<file path="src/rtl/wcc_pkg.sv">
`timescale 1ns/1ps
package wcc_pkg;
  // Strobes from control to datapath
  typedef struct packed {
    logic load;   // copy preset into every stage on the next edge
    logic lsbEn;  // advance the least significant stage
  } wccStrobes_t;
endpackage

</file>
<file path="src/rtl/wcc_stage.sv">
`timescale 1ns/1ps
module wcc_stage #(
  parameter int SW = 8
) (
  input  logic          clk,
  input  logic          arst,
  input  logic          load,
  input  logic          enN,
  input  logic [SW-1:0] presetSlice,
  output logic [SW-1:0] q,
  output logic          tcN
);
  always_ff @(posedge clk or posedge arst) begin
    if (arst)      q <= '0;
    else if (load) q <= presetSlice;
    else if (!enN) q <= q + 1'b1;
  end

  assign tcN = ~(&q);
endmodule

</file>
<file path="src/rtl/wcc_ctrl.sv">
`timescale 1ns/1ps
module wcc_ctrl
  import wcc_pkg::*;
#(
  parameter int STAGES = 2
) (
  input  logic              cntEnN,
  input  logic              loadN,
  input  logic              divMode,
  input  logic [STAGES-1:0] stageTcN,
  output wccStrobes_t       strobes,
  output logic              chainTcN
);
  // Low only when every stage is at all ones (OR of active-low flags)
  assign chainTcN      = |stageTcN;
  assign strobes.load  = ~loadN | (divMode & ~chainTcN);
  assign strobes.lsbEn = ~cntEnN;
endmodule

</file>
<file path="src/rtl/wcc_datapath.sv">
`timescale 1ns/1ps
module wcc_datapath
  import wcc_pkg::*;
#(
  parameter int STAGES = 2,
  parameter int SW     = 8
) (
  input  logic                 clk,
  input  logic                 arst,
  input  wccStrobes_t          strobes,
  input  logic [STAGES*SW-1:0] presetVal,
  output logic [STAGES*SW-1:0] countVal,
  output logic [STAGES-1:0]    stageTcN
);
  localparam int W = STAGES * SW;

  logic [STAGES-1:0] stageEnN;

  for (genvar k = 0; k < STAGES; k++) begin : g_stage
    if (k == 0) begin : g_lsb
      assign stageEnN[k] = ~strobes.lsbEn;
    end else begin : g_upper
      // Enabled only when all lower stages sit at terminal count
      assign stageEnN[k] = |stageTcN[k-1:0];
    end

    wcc_stage #(.SW(SW)) u_stage (
      .clk         (clk),
      .arst        (arst),
      .load        (strobes.load),
      .enN         (stageEnN[k]),
      .presetSlice (presetVal[k*SW +: SW]),
      .q           (countVal[k*SW +: SW]),
      .tcN         (stageTcN[k])
    );
  end


  load_chk: assert property (@(posedge clk) disable iff (arst)
    strobes.load |=> countVal == $past(presetVal));


  lsb_hold_chk: assert property (@(posedge clk) disable iff (arst)
    (!strobes.load && !strobes.lsbEn) |=> $stable(countVal[SW-1:0]));

  logic unusedW;
  assign unusedW = (W == 0);
endmodule

</file>
<file path="src/rtl/wide_count_chain.sv">
`timescale 1ns/1ps
module wide_count_chain
  import wcc_pkg::*;
#(
  parameter int STAGES  = 2,
  parameter int STAGE_W = 8
) (
  input  logic                      clk,
  input  logic                      arst,
  input  logic                      cntEnN,
  input  logic                      loadN,
  input  logic                      divMode,
  input  logic [STAGES*STAGE_W-1:0] presetVal,
  output logic [STAGES*STAGE_W-1:0] countVal,
  output logic                      termN
);
  localparam int W = STAGES * STAGE_W;
  localparam logic [W-1:0] ALL_ONES = {W{1'b1}};

  wccStrobes_t       strobes;
  logic [STAGES-1:0] stageTcN;

  wcc_ctrl #(.STAGES(STAGES)) u_ctrl (
    .cntEnN   (cntEnN),
    .loadN    (loadN),
    .divMode  (divMode),
    .stageTcN (stageTcN),
    .strobes  (strobes),
    .chainTcN (termN)
  );

  wcc_datapath #(.STAGES(STAGES), .SW(STAGE_W)) u_dp (
    .clk       (clk),
    .arst      (arst),
    .strobes   (strobes),
    .presetVal (presetVal),
    .countVal  (countVal),
    .stageTcN  (stageTcN)
  );


  term_match_chk: assert property (@(posedge clk) disable iff (arst)
    (termN == 1'b0) == (countVal == ALL_ONES));


  count_inc_chk: assert property (@(posedge clk) disable iff (arst)
    (loadN && !cntEnN && !(divMode && countVal == ALL_ONES))
      |=> countVal == $past(countVal) + 1'b1);


  div_reload_chk: assert property (@(posedge clk) disable iff (arst)
    (divMode && loadN && countVal == ALL_ONES) |=> countVal == $past(presetVal));


  no_reload_chk: assert property (@(posedge clk) disable iff (arst)
    (!divMode && loadN && !cntEnN && countVal == ALL_ONES) |=> countVal == '0);
endmodule

</file>
<file path="config.mk">
export PLATFORM = sky130hd
export DESIGN_NAME = wide_count_chain
export DESIGN_NICKNAME = d
export VERILOG_FILES = /design/src/rtl/wcc_pkg.sv /design/src/rtl/wcc_stage.sv /design/src/rtl/wcc_ctrl.sv /design/src/rtl/wcc_datapath.sv /design/src/rtl/wide_count_chain.sv
export SDC_FILE = /design/constraint.sdc
export NUM_CORES = 1
export LEC_CHECK = 0
export BUFFER_PORTS_ARGS = -buffer_cell sky130_fd_sc_hd__clkbuf_2
export CORE_MARGIN = 5
export CORE_UTILIZATION = 45
export DETAILED_ROUTE_END_ITERATION = 10
export PLACE_DENSITY_LB_ADDON = 0.15
export SYNTH_ARGS = -nofsm -noshare
export SYNTH_HDL_FRONTEND = slang
export SYNTH_SLANG_ARGS = --single-unit
</file>
<file path="constraint.sdc">
create_clock -name clk -period 3.3 [get_ports clk]
set_input_delay 0.66 -clock clk [delete_from_list [all_inputs] [get_ports clk]]
set_output_delay 0.66 -clock clk [all_outputs]
set_load 0.03 [all_outputs]
</file>
# Word level (Yosys, flattened, before mapping)
# Index checks and enable logic that the tools add are counted.
[totals]
output_inout_bits = 17
word_cells = 19
input_bits = 21
register_bits = 16
[op_classes]
muxes = 4
bitwise = 6
addsub = 2
eq_ne = 1
reduce_logical = 4
[op_table]
columns = ["operator", "n"]
rows = [
  ["8-bit 2-to-1 mux", 4],
  ["8-bit by 1-bit adder with 8-bit output, second input constant", 2],
  ["8-bit AND reduction", 2],
  ["1-bit inverter", 4],
  ["2-bit by 1-bit != test with 1-bit output, second input constant", 1],
  ["2-bit nonzero test", 1],
  ["2-bit OR reduction", 1],
  ["1-bit bitwise AND", 1],
  ["1-bit OR", 1],
]

# Longest topological paths before layout
# Gate-level depths: netlist of the first run.
[logic_depth]
depth_word = 7
mapped_depth = 6

# Cells and area by module
# Synthesis of the first run repeated with hierarchy kept, for this count alone.
[unflattened]
cells_unflattened = 102
hier_area_um2 = 942.2
[modules_own_cells]
columns = ["module", "area_per_inst_um2", "seq_area_each_um2", "instances", "cells_each"]
rows = [
  ["wcc_stage", 452.9, 200.2, 2, 48],
  ["wcc_ctrl", 25.0, 0.0, 1, 4],
  ["wcc_datapath", 11.3, 0.0, 1, 2],
]

# Least setup slack after synthesis of the first run
# Ideal clock, no wire load.
[synth_timing]
kind = "reg-to-output"
start = "register u_dp.g_stage[1].u_stage.q[0]"
end = "output port termN"
required_time_ns = 2.640
arrival_ns = 1.526
slack_ns = 1.114
path_stages_with_launch = 5
cell_sequence = "dfrtp_1 -> ha_1 -> nand4_1 -> nor2_8 -> nand4_1"
[synth_between]
elab_chain_cells = 3
[synth_lines]
columns = ["item", "line_no", "source"]
rows = [
  ["start, declared", "wcc_stage.sv:10", "output logic [SW-1:0] q,"],
  ["start signal, assigned", "wcc_stage.sv:15", "else if (load) q <= presetSlice;"],
  ["start signal, assigned", "wcc_stage.sv:16", "else if (!enN) q <= q + 1'b1;"],
  ["8-bit AND reduction", "wcc_stage.sv:19", "assign tcN = ~(&q);"],
  ["1-bit inverter", "wcc_stage.sv:19", ""],
  ["2-bit OR reduction", "wcc_ctrl.sv:15", "assign chainTcN = |stageTcN;"],
  ["end, declared", "wide_count_chain.sv:15", "output logic termN"],
]
# No other way between the ends.

# Worst setup path after layout of the first run
[layout_timing]
start = "register u_dp.g_stage[0].u_stage.q[0]"
end = "output port termN"
[layout_between]
elab_chain_cells = 3
[layout_lines]
columns = ["item", "line_no"]
rows = [
  ["start, declared", "wcc_stage.sv:10"],
  ["start signal, assigned", "wcc_stage.sv:15"],
  ["start signal, assigned", "wcc_stage.sv:16"],
  ["8-bit AND reduction", "wcc_stage.sv:19"],
  ["1-bit inverter", "wcc_stage.sv:19"],
  ["2-bit OR reduction", "wcc_ctrl.sv:15"],
]
# No other way between the ends.

==> impl_results.md, run 1 <==
* Die Footprint at 3335 um^2
* Initial antenna violation count at 0
* Total grt overflow at 0
* Most common cell after layout, fill and taps aside: clkbuf_2
* Required time of the critical path at 2.64 ns
* FMAX at 423.8 MHz
* Detailed router's first-iteration violation count at 9
* Vias in the first global route at 760
* Post-DRT Antenna Nets at 0
* Max capacitance violation total at 0
* Cell row count at 17
* Inst Count DP at 145
* Mux contribution to synthesized area at 23.41%
* Worst-Skew Late Latency at 0.28 ns
* Tmin final at 2.360 ns
* Slew HR at 53.81%
* Remaining DRCs at 0
* Status: complete, no violations
* RR Endpoint: u_dp.g_stage[0].u_stage.q[0]
* Post-DP Area at 1226 um^2
* Total clock sinks at 16
* Post-Syn Area at 1026 um^2
* Die height at 57.75 um
* PwrDens at 455.1 nW/um^2
* Hold Worst Slack at 0.4203 ns
* Synthesized flop and latch total at 16
* Maximum vdd drop at 238.0 uV
* Drt pass-1 iters at 2
* Hold Vio Cnt, Final at 0
* Largest net degree at the start of global routing at 17
* CTS tree: yes
* Synth Area in Compound Gates at 1.829%
* Fillers at 195
* Yosys cell types at 23
* Reg2Reg Depth at 5
* HP Class: primary input to async pin
* Final Net Count at 145
* Largest family of logic cells by synthesized area: multiplexers
* R2r setup slk at 1.24 ns
* Post-layout instance area at 1262 um^2
* Starting Density at 46.83%
* Yosys top cell by area: dfrtp_1
* Placeable Area at 2191 um^2
* Mean Syn Cell Area at 12.67 um^2
* Hold buffers post-CTS at 0
* # diodes at 0
* Crit path DAT at 1.70 ns
* Seq/Total Area, Yosys at 39.02%
* Port bufs at 37
* Non-filler cells, final at 149
* Share of cells above drive strength 1 at 52.07%
* Final worst-path cycle share at 71.51%
* Largest Register: u_dp.g_stage.u_stage.q
* Worst slew pin tran at 0.6912 ns
* TritonCTS Buffers at 3
* Post-route setup slack at 0.9402 ns
* Final Setup Violations at 0
* WL per Instance at 14.09 um
* I/O Pins at 38
* Tot GR Track Use at 13.45%
* Crit path max fanout at 8
* Synth Warn # at 0
* CTS resizes at 0
* GP Congestion at 0.7341
* First-pass GRT wire length at 3.491 mm
* Max reg flops at 16
* Clock Skews at 0.001555 ns
* Cells after synthesis at 81
* Syn_nets at 104
* Area grow syn2layout at 23.05%
* Layout Utilization at 57.62%
* CP endpoint kind: primary output
* Tot Pwr at 0.5746 mW
* Synth Area in XOR/XNOR at 11.95%
* Commonest cells after routing, fill and taps aside: 37 x clkbuf_2, 16 x dfrtp_1, 10 x xor2_1, 10 x mux2_4, 8 x mux2_2
* Synth top area share at 39.02%
* Detailed-route wire length at 2.099 mm
* Startpoint Class: flop
* CTS Buffer Depth at 2
* Area contributors post-synth: dfrtp_1 39%, mux2_4 15%, mux2_2 8.8%, xor2_1 8.5%, xnor2_1 3.4%
* Die width at 57.75 um
* Reg2reg start: u_dp.g_stage[0].u_stage.q[0]
* Top Registers: u_dp.g_stage.u_stage.q (16)
* Worst slack at placement at 1.243 ns
* Post-CTS setup buffers at 0
* Final HPWL DP at 1.698 mm
* Max-slew violations at 0
* CTS H-tree lvls at 1
* Via count at 770
* Simple-gate portion of the synthesized area at 19.02%
* Leak at 0.6302 nW
* Post-DR vias/cell at 5.168
* WS Path Type: flop to primary output
* Setup TNS Final at 0 ns
* RSZ-0062 raised after global routing: false
* Reg clk slew, reported paths at 0.09 ns
* Adder-Cell Fraction of Synth Area at 2.439%
* Root Buffer Master: clkbuf_4
## Yosys cell counts, drive strengths merged
master	count
mux2	18
dfrtp	16
xor2	10
nand3	5
nand4	4
nor3	4
xnor2	4
nand2	3
nor2	3
and4	2
ha	2
nand4b	2
nor4	2
a21boi	1
buf	1
inv	1
nand2b	1
nand3b	1
nor3b	1
## final cells by class
cell class                      count  area (um^2)  area share (%)
Tap cell                           28        35.03           2.775
Timing Repair Buffer               37        185.2           14.67
Inverter                            1        3.754          0.2973
Sequential cell                    16        400.4           31.71
Clock buffer                        4        36.28           2.874
Multi-Input combinational cell     63        601.8           47.67
## power by group
| group | leakage [nW] | internal [mW] | switching (mW) |
|---|---|---|---|
| combinational | 0.423 | 0.0813 | 0.102 |
| sequential | 0.187 | 0.221 | 0.0421 |
| clock | 0.0210 | 0.0671 | 0.0614 |
| total | 0.630 | 0.369 | 0.205 |
## worst max-delay path: stages, from the launching register on
cell	delay (ns)
dfrtp_1	0.44
ha_1	0.28
nand4_4	0.21
nor2_8	0.18
nand4_1	0.10
clkbuf_2	0.20
## cell families (layout without fill, tap and decap cells)
family          Yosys count  after routing
compound gates            1              1
xor+xnor                 14             14
fa+ha+maj                 2              2
buf+inv                   2             42
flops                    16             16
mux                      18             18
simple gates             28             28
## per-layer routing
metal  wire length (um)  GRT usage (%)  vias up
met5                  0              0        -
met4                 24          4.967        0
met3                139          3.341        4
met2                938          19.19       23
met1                996          19.45      368
li1                   -              -      375
## worst max path at each step
stage	start	to	slack [ns]	cells after the start
floorplan	u_dp.g_stage[1].u_stage.q[0]	termN	1.11	4
global placement	u_dp.g_stage[1].u_stage.q[0]	u_dp.g_stage[0].u_stage.q[4]	1.27	5
detailed placement	u_dp.g_stage[0].u_stage.q[0]	u_dp.g_stage[0].u_stage.q[0]	1.24	5
CTS	u_dp.g_stage[0].u_stage.q[0]	termN	0.92	5
global route	u_dp.g_stage[0].u_stage.q[0]	termN	0.83	5
finish	u_dp.g_stage[0].u_stage.q[0]	termN	0.94	5
Note: power is estimated with default switching activity, not from simulation.
==> run 2: changes to the inputs <==
==> constraint.sdc (replaced) <==
create_clock -name clk -period 2.28 [get_ports clk]
set_input_delay 0.456 -clock clk [delete_from_list [all_inputs] [get_ports clk]]
set_output_delay 0.456 -clock clk [all_outputs]
set_load 0.03 [all_outputs]
==> run 2 against run 1 <==
Against the previous run:
- worst setup slack worse by 0.80 ns
- total power up 46%
- clock-buffer cell count unchanged
- utilization up 0.91 points
- final area up 1.6%
==> impl_results.md, run 2 (synthesis results as in run 1) <==
* CTS H-tree lvls at 1
* Total clock sinks at 16
* Most common cell after layout, fill and taps aside: clkbuf_2
* Leak at 0.6396 nW
* GP Congestion at 0.7236
* Share of cells above drive strength 1 at 52.46%
* Final HPWL DP at 1.672 mm
* Port bufs at 37
* HP Class: primary input to async pin
* First-pass GRT wire length at 3.739 mm
* Crit path max fanout at 8
* Status: complete, no violations
* Top Registers: u_dp.g_stage.u_stage.q (16)
* Worst slack at placement at 0.3951 ns
* Startpoint Class: flop
* CTS resizes at 0
* Detailed router's first-iteration violation count at 9
* CTS tree: yes
* Slew HR at 57.56%
* Final worst-path cycle share at 93.76%
* Setup TNS Final at 0 ns
* PwrDens at 656.3 nW/um^2
* CP endpoint kind: primary output
* Initial antenna violation count at 0
* Tot GR Track Use at 14.61%
* Root Buffer Master: clkbuf_4
* Post-route setup slack at 0.1422 ns
* Required time of the critical path at 1.82 ns
* Detailed-route wire length at 2.208 mm
* I/O Pins at 38
* Max reg flops at 16
* Final Net Count at 146
* Hold Vio Cnt, Final at 0
* Starting Density at 46.83%
* Post-DR vias/cell at 5.093
* Remaining DRCs at 0
* Die width at 57.75 um
* CTS Buffer Depth at 2
* RSZ-0062 raised after global routing: false
* Maximum vdd drop at 397.8 uV
* Worst-Skew Late Latency at 0.28 ns
* Vias in the first global route at 848
* Worst slew pin tran at 0.6359 ns
* Reg clk slew, reported paths at 0.10 ns
* Clock Skews at 0.002691 ns
* Cell row count at 17
* Die Footprint at 3335 um^2
* WS Path Type: flop to primary output
* Largest net degree at the start of global routing at 17
* Tmin final at 2.138 ns
* Placeable Area at 2191 um^2
* Post-CTS setup buffers at 0
* Area grow syn2layout at 25.00%
* Max-slew violations at 0
* Via count at 764
* Crit path DAT at 1.68 ns
* Total grt overflow at 0
* Die height at 57.75 um
* TritonCTS Buffers at 3
* Post-DRT Antenna Nets at 0
* Hold buffers post-CTS at 0
* Max capacitance violation total at 0
* Drt pass-1 iters at 4
* Final Setup Violations at 0
* Commonest cells after routing, fill and taps aside: 37 x clkbuf_2, 16 x dfrtp_1, 10 x xor2_1, 10 x mux2_4, 8 x mux2_2
* # diodes at 0
* FMAX at 467.8 MHz
* Largest Register: u_dp.g_stage.u_stage.q
* WL per Instance at 14.72 um
## run 2: cell types whose count changed in the layout (fill, tap and decap cells not counted), sizes merged
| cell | delta |
|---|---|
| buf | +1 |
## run 2: through the flow
step                      instance area, um^2  total power, mW  hold WS (ns)  cells  utilization (%)
after floorplan                          1026           0.5732        0.3697     81                -
after global placement                   1246           0.6524        0.5455    146            56.88
after detailed placement                 1246           0.6580        0.5590    146            56.88
after CTS                                1282           0.8531        0.2400    150            58.54
after global routing                     1282           0.8920        0.2748    150            58.54
final                                    1282           0.8417        0.2173    150            58.54
## run 2: worst max-delay path: stages (launching register included)
cell and delay, ns:
dfrtp_1 0.44, ha_1 0.27, nand4_4 0.20, nor2_8 0.19
nand4_1 0.11, clkbuf_2 0.20
## run 2: cell type report
cell class | count | area (um^2)
tap | 28 | 35.03
clock buffer | 4 | 36.28
inverter | 1 | 3.754
timing repair buffer | 38 | 205.2
multi-input combinational | 63 | 601.8
fill | 198 | 908.4
sequential | 16 | 400.4
## run 2: layer usage
| layer | global-route usage [%] | routed length, um |
|---|---|---|
| met1 | 19.07 | 1053 |
| met3 | 4.009 | 127 |
| met2 | 22.74 | 1013 |
| met5 | 0 | 0 |
| met4 | 5.960 | 14 |
## run 2: final timing paths
kind | from | to | slack (ns) | depth (start not counted)
max | u_dp.g_stage[0].u_stage.q[0] | termN | 0.14 | 5
min | arst | u_dp.g_stage[0].u_stage.q[1] | 0.22 | 2
max reg2reg | u_dp.g_stage[1].u_stage.q[0] | u_dp.g_stage[0].u_stage.q[0] | 0.39 | 6
min reg2reg | u_dp.g_stage[0].u_stage.q[0] | u_dp.g_stage[0].u_stage.q[0] | 0.73 | 2
max in group asynchronous | arst | u_dp.g_stage[1].u_stage.q[3] | 1.65 | 2
min in group clk | presetVal[2] | u_dp.g_stage[0].u_stage.q[2] | 0.39 | 2
## run 2: report_power, final
| group | switching [mW] | internal [mW] |
|---|---|---|
| Clock | 0.0922 | 0.0972 |
| Sequential | 0.0631 | 0.320 |
| Combinational | 0.148 | 0.121 |
| Total | 0.304 | 0.538 |
==> run 3: changes to the inputs <==
--- a/config.mk
+++ b/config.mk
@@ -5,6 +5,7 @@
 export SDC_FILE = /design/constraint.sdc
 export NUM_CORES = 1
 export LEC_CHECK = 0
+export ABC_AREA = 1
 export BUFFER_PORTS_ARGS = -buffer_cell sky130_fd_sc_hd__clkbuf_2
 export CORE_MARGIN = 5
 export CORE_UTILIZATION = 45
==> run 3 against run 2 <==
Against the previous run:
- utilization down 2.6 points
- via count up 54%
- critical path type unchanged
- fmax up 5.6%
==> impl_results.md, run 3 <==
* Status: complete, no violations
* WS Path Type: flop to primary output
* Total grt overflow at 0
* Root Buffer Master: clkbuf_4
* CTS resizes at 0
* Crit path max fanout at 9
* Largest Register: u_dp.g_stage.u_stage.q
* Synth Area in XOR/XNOR at 3.838%
* Synth top area share at 35.09%
* Top Registers: u_dp.g_stage.u_stage.q (16)
* Cells after synthesis at 165
* Largest family of logic cells by synthesized area: simple AND/OR/NAND/NOR gates
* Detailed-route wire length at 2.919 mm
* PwrDens at 577.3 nW/um^2
* Area grow syn2layout at 20.39%
* Mux contribution to synthesized area at 0%
* Reg clk slew, reported paths at 0.11 ns
* Detailed router's first-iteration violation count at 55
* Max-slew violations at 0
* Total clock sinks at 16
* # diodes at 0
* Starting Density at 46.48%
* TritonCTS Buffers at 3
* Synthesized flop and latch total at 16
* Tot Pwr at 0.7931 mW
* Post-CTS setup buffers at 0
* Slew HR at 56.43%
* Largest net degree at the start of global routing at 20
* Cell row count at 18
* Simple-gate portion of the synthesized area at 45.18%
* Primary FF master, synth: dfrtp_1
* Worst-Skew Late Latency at 0.30 ns
* Required time of the critical path at 1.82 ns
* Hold buffers post-CTS at 0
* Remaining DRCs at 0
* Seq/Total Area, Yosys at 35.09%
* Die Footprint at 3643 um^2
* Post-DR vias/cell at 5.052
* Tmin final at 2.024 ns
* WL per Instance at 12.53 um
* Startpoint Class: flop
* Post-DRT Antenna Nets at 0
* Final Net Count at 227
* RSZ-0062 raised after global routing: false
* Setup TNS Final at 0 ns
* Placeable Area at 2455 um^2
* Vias in the first global route at 1067
* Clock Skews at 0.01263 ns
* Most common cell after layout, fill and taps aside: nand2_1
* Final worst-path cycle share at 88.76%
* Synth Area in Compound Gates at 4.167%
* First-pass GRT wire length at 4.643 mm
* Worst slew pin tran at 0.6528 ns
* Area contributors post-synth: dfrtp_1 35%, nand2_1 21%, nand3_1 7.9%, inv_1 6.3%, nand4_1 3.8%
* Drt pass-1 iters at 4
* Die height at 60.36 um
* Maximum vdd drop at 465.2 uV
* Synth Warn # at 0
* Commonest cells after routing, fill and taps aside: 63 x nand2_1, 37 x clkbuf_2, 19 x inv_1, 18 x nand3_1, 16 x dfrtp_1
* Crit path DAT at 1.57 ns
* Final HPWL DP at 2.222 mm
* I/O Pins at 38
* CTS tree: yes
* Yosys cell types at 24
* Tot GR Track Use at 16.98%
* CTS H-tree lvls at 1
* Via count at 1177
* Synth top cells by count: 63 x nand2_1, 19 x inv_1, 18 x nand3_1
* CP endpoint kind: primary output
* Hold Vio Cnt, Final at 0
* Leak at 0.8067 nW
* Final Setup Violations at 0
* Die width at 60.36 um
* Adder-Cell Fraction of Synth Area at 2.193%
* GP Congestion at 0.7940
* CTS Buffer Depth at 2
* Mean Syn Cell Area at 6.916 um^2
* Max reg flops at 16
* HP Class: primary input to async pin
* Initial antenna violation count at 0
* Share of cells above drive strength 1 at 25.12%
* Top-count cell post-synth: nand2_1
* Post-synth EDFFs at 0
* Port bufs at 37
* Post-Syn Area at 1141 um^2
* FMAX at 494.2 MHz
* Async SR Flop Fraction at 100.0%
* Yosys top cell by area: dfrtp_1
* Max capacitance violation total at 0
* Syn_nets at 188
run 3: changes by cell type after synthesis, sizes merged, moves of 4 or more:
cell and delta:
inv +21, mux2 -18, nand2 +62, nand3 +16, nor2 +8, nor3 -4
o21ai +5, xor2 -7
run 3: path summary, 6_finish.rpt:
check                                        startpoint                      endpoint  slack (ns)  depth (start not counted)
min reg2reg                u_dp.g_stage[0].u_stage.q[1]  u_dp.g_stage[0].u_stage.q[1]        0.55                          2
min                                                arst  u_dp.g_stage[0].u_stage.q[4]        0.21                          2
max in group asynchronous                          arst  u_dp.g_stage[0].u_stage.q[0]        1.65                          2
max reg2reg                u_dp.g_stage[1].u_stage.q[0]  u_dp.g_stage[1].u_stage.q[4]        0.42                          8
max                        u_dp.g_stage[0].u_stage.q[0]                         termN        0.26                          5
min in group clk                           presetVal[9]  u_dp.g_stage[1].u_stage.q[1]        0.36                          3
run 3: final cells by class:
| class | count | area [um^2] |
|---|---|---|
| multi-input combinational | 124 | 631.9 |
| tap | 30 | 37.54 |
| fill | 260 | 1081 |
| clock buffer | 4 | 36.28 |
| sequential | 16 | 400.4 |
| inverter | 22 | 82.58 |
| timing repair buffer | 37 | 185.2 |
run 3: cells by family after synthesis:
family,Yosys count
AND/OR/NAND/NOR,108
flip-flops,16
buffers and inverters,25
AO/OA/AOI/OAI,9
XOR/XNOR,5
adder cells (fa/ha/maj),2
run 3: per-stage QoR:
step	utilization (%)	std cells	hold slack, ns	instance area, um^2	setup WS (ns)
floorplan	-	165	0.3697	1141	0.4889
global placement	54.49	229	0.5180	1338	0.5058
detailed placement	54.49	229	0.5349	1338	0.4042
CTS	55.96	233	0.2230	1374	0.2219
global route	55.96	233	0.2653	1374	0.1351
finish	55.96	233	0.2056	1374	0.2563
run 3: metal layers:
layer / vias up / part of all wire, % / track usage, %
li1: 606 / - / -
met2: 36 / 45 / 25.77
met3: 6 / 5.3 / 3.404
met4: 0 / 1.2 / 7.911
met5: - / 0 / 0
met1: 529 / 48 / 23.25
run 3: critical path: stages (launching register included):
cell and delay [ns]:
dfrtp_1 0.41, ha_1 0.22, nand3_2 0.16, nor2_8 0.22, nand2_1 0.07, clkbuf_2 0.19
run 3: where the power goes:
part           switching (mW)  leakage, nW  internal, mW
sequential             0.0425        0.191         0.314
clock                  0.0997       0.0210        0.0975
combinational           0.158        0.594        0.0812
total                   0.300        0.807         0.493
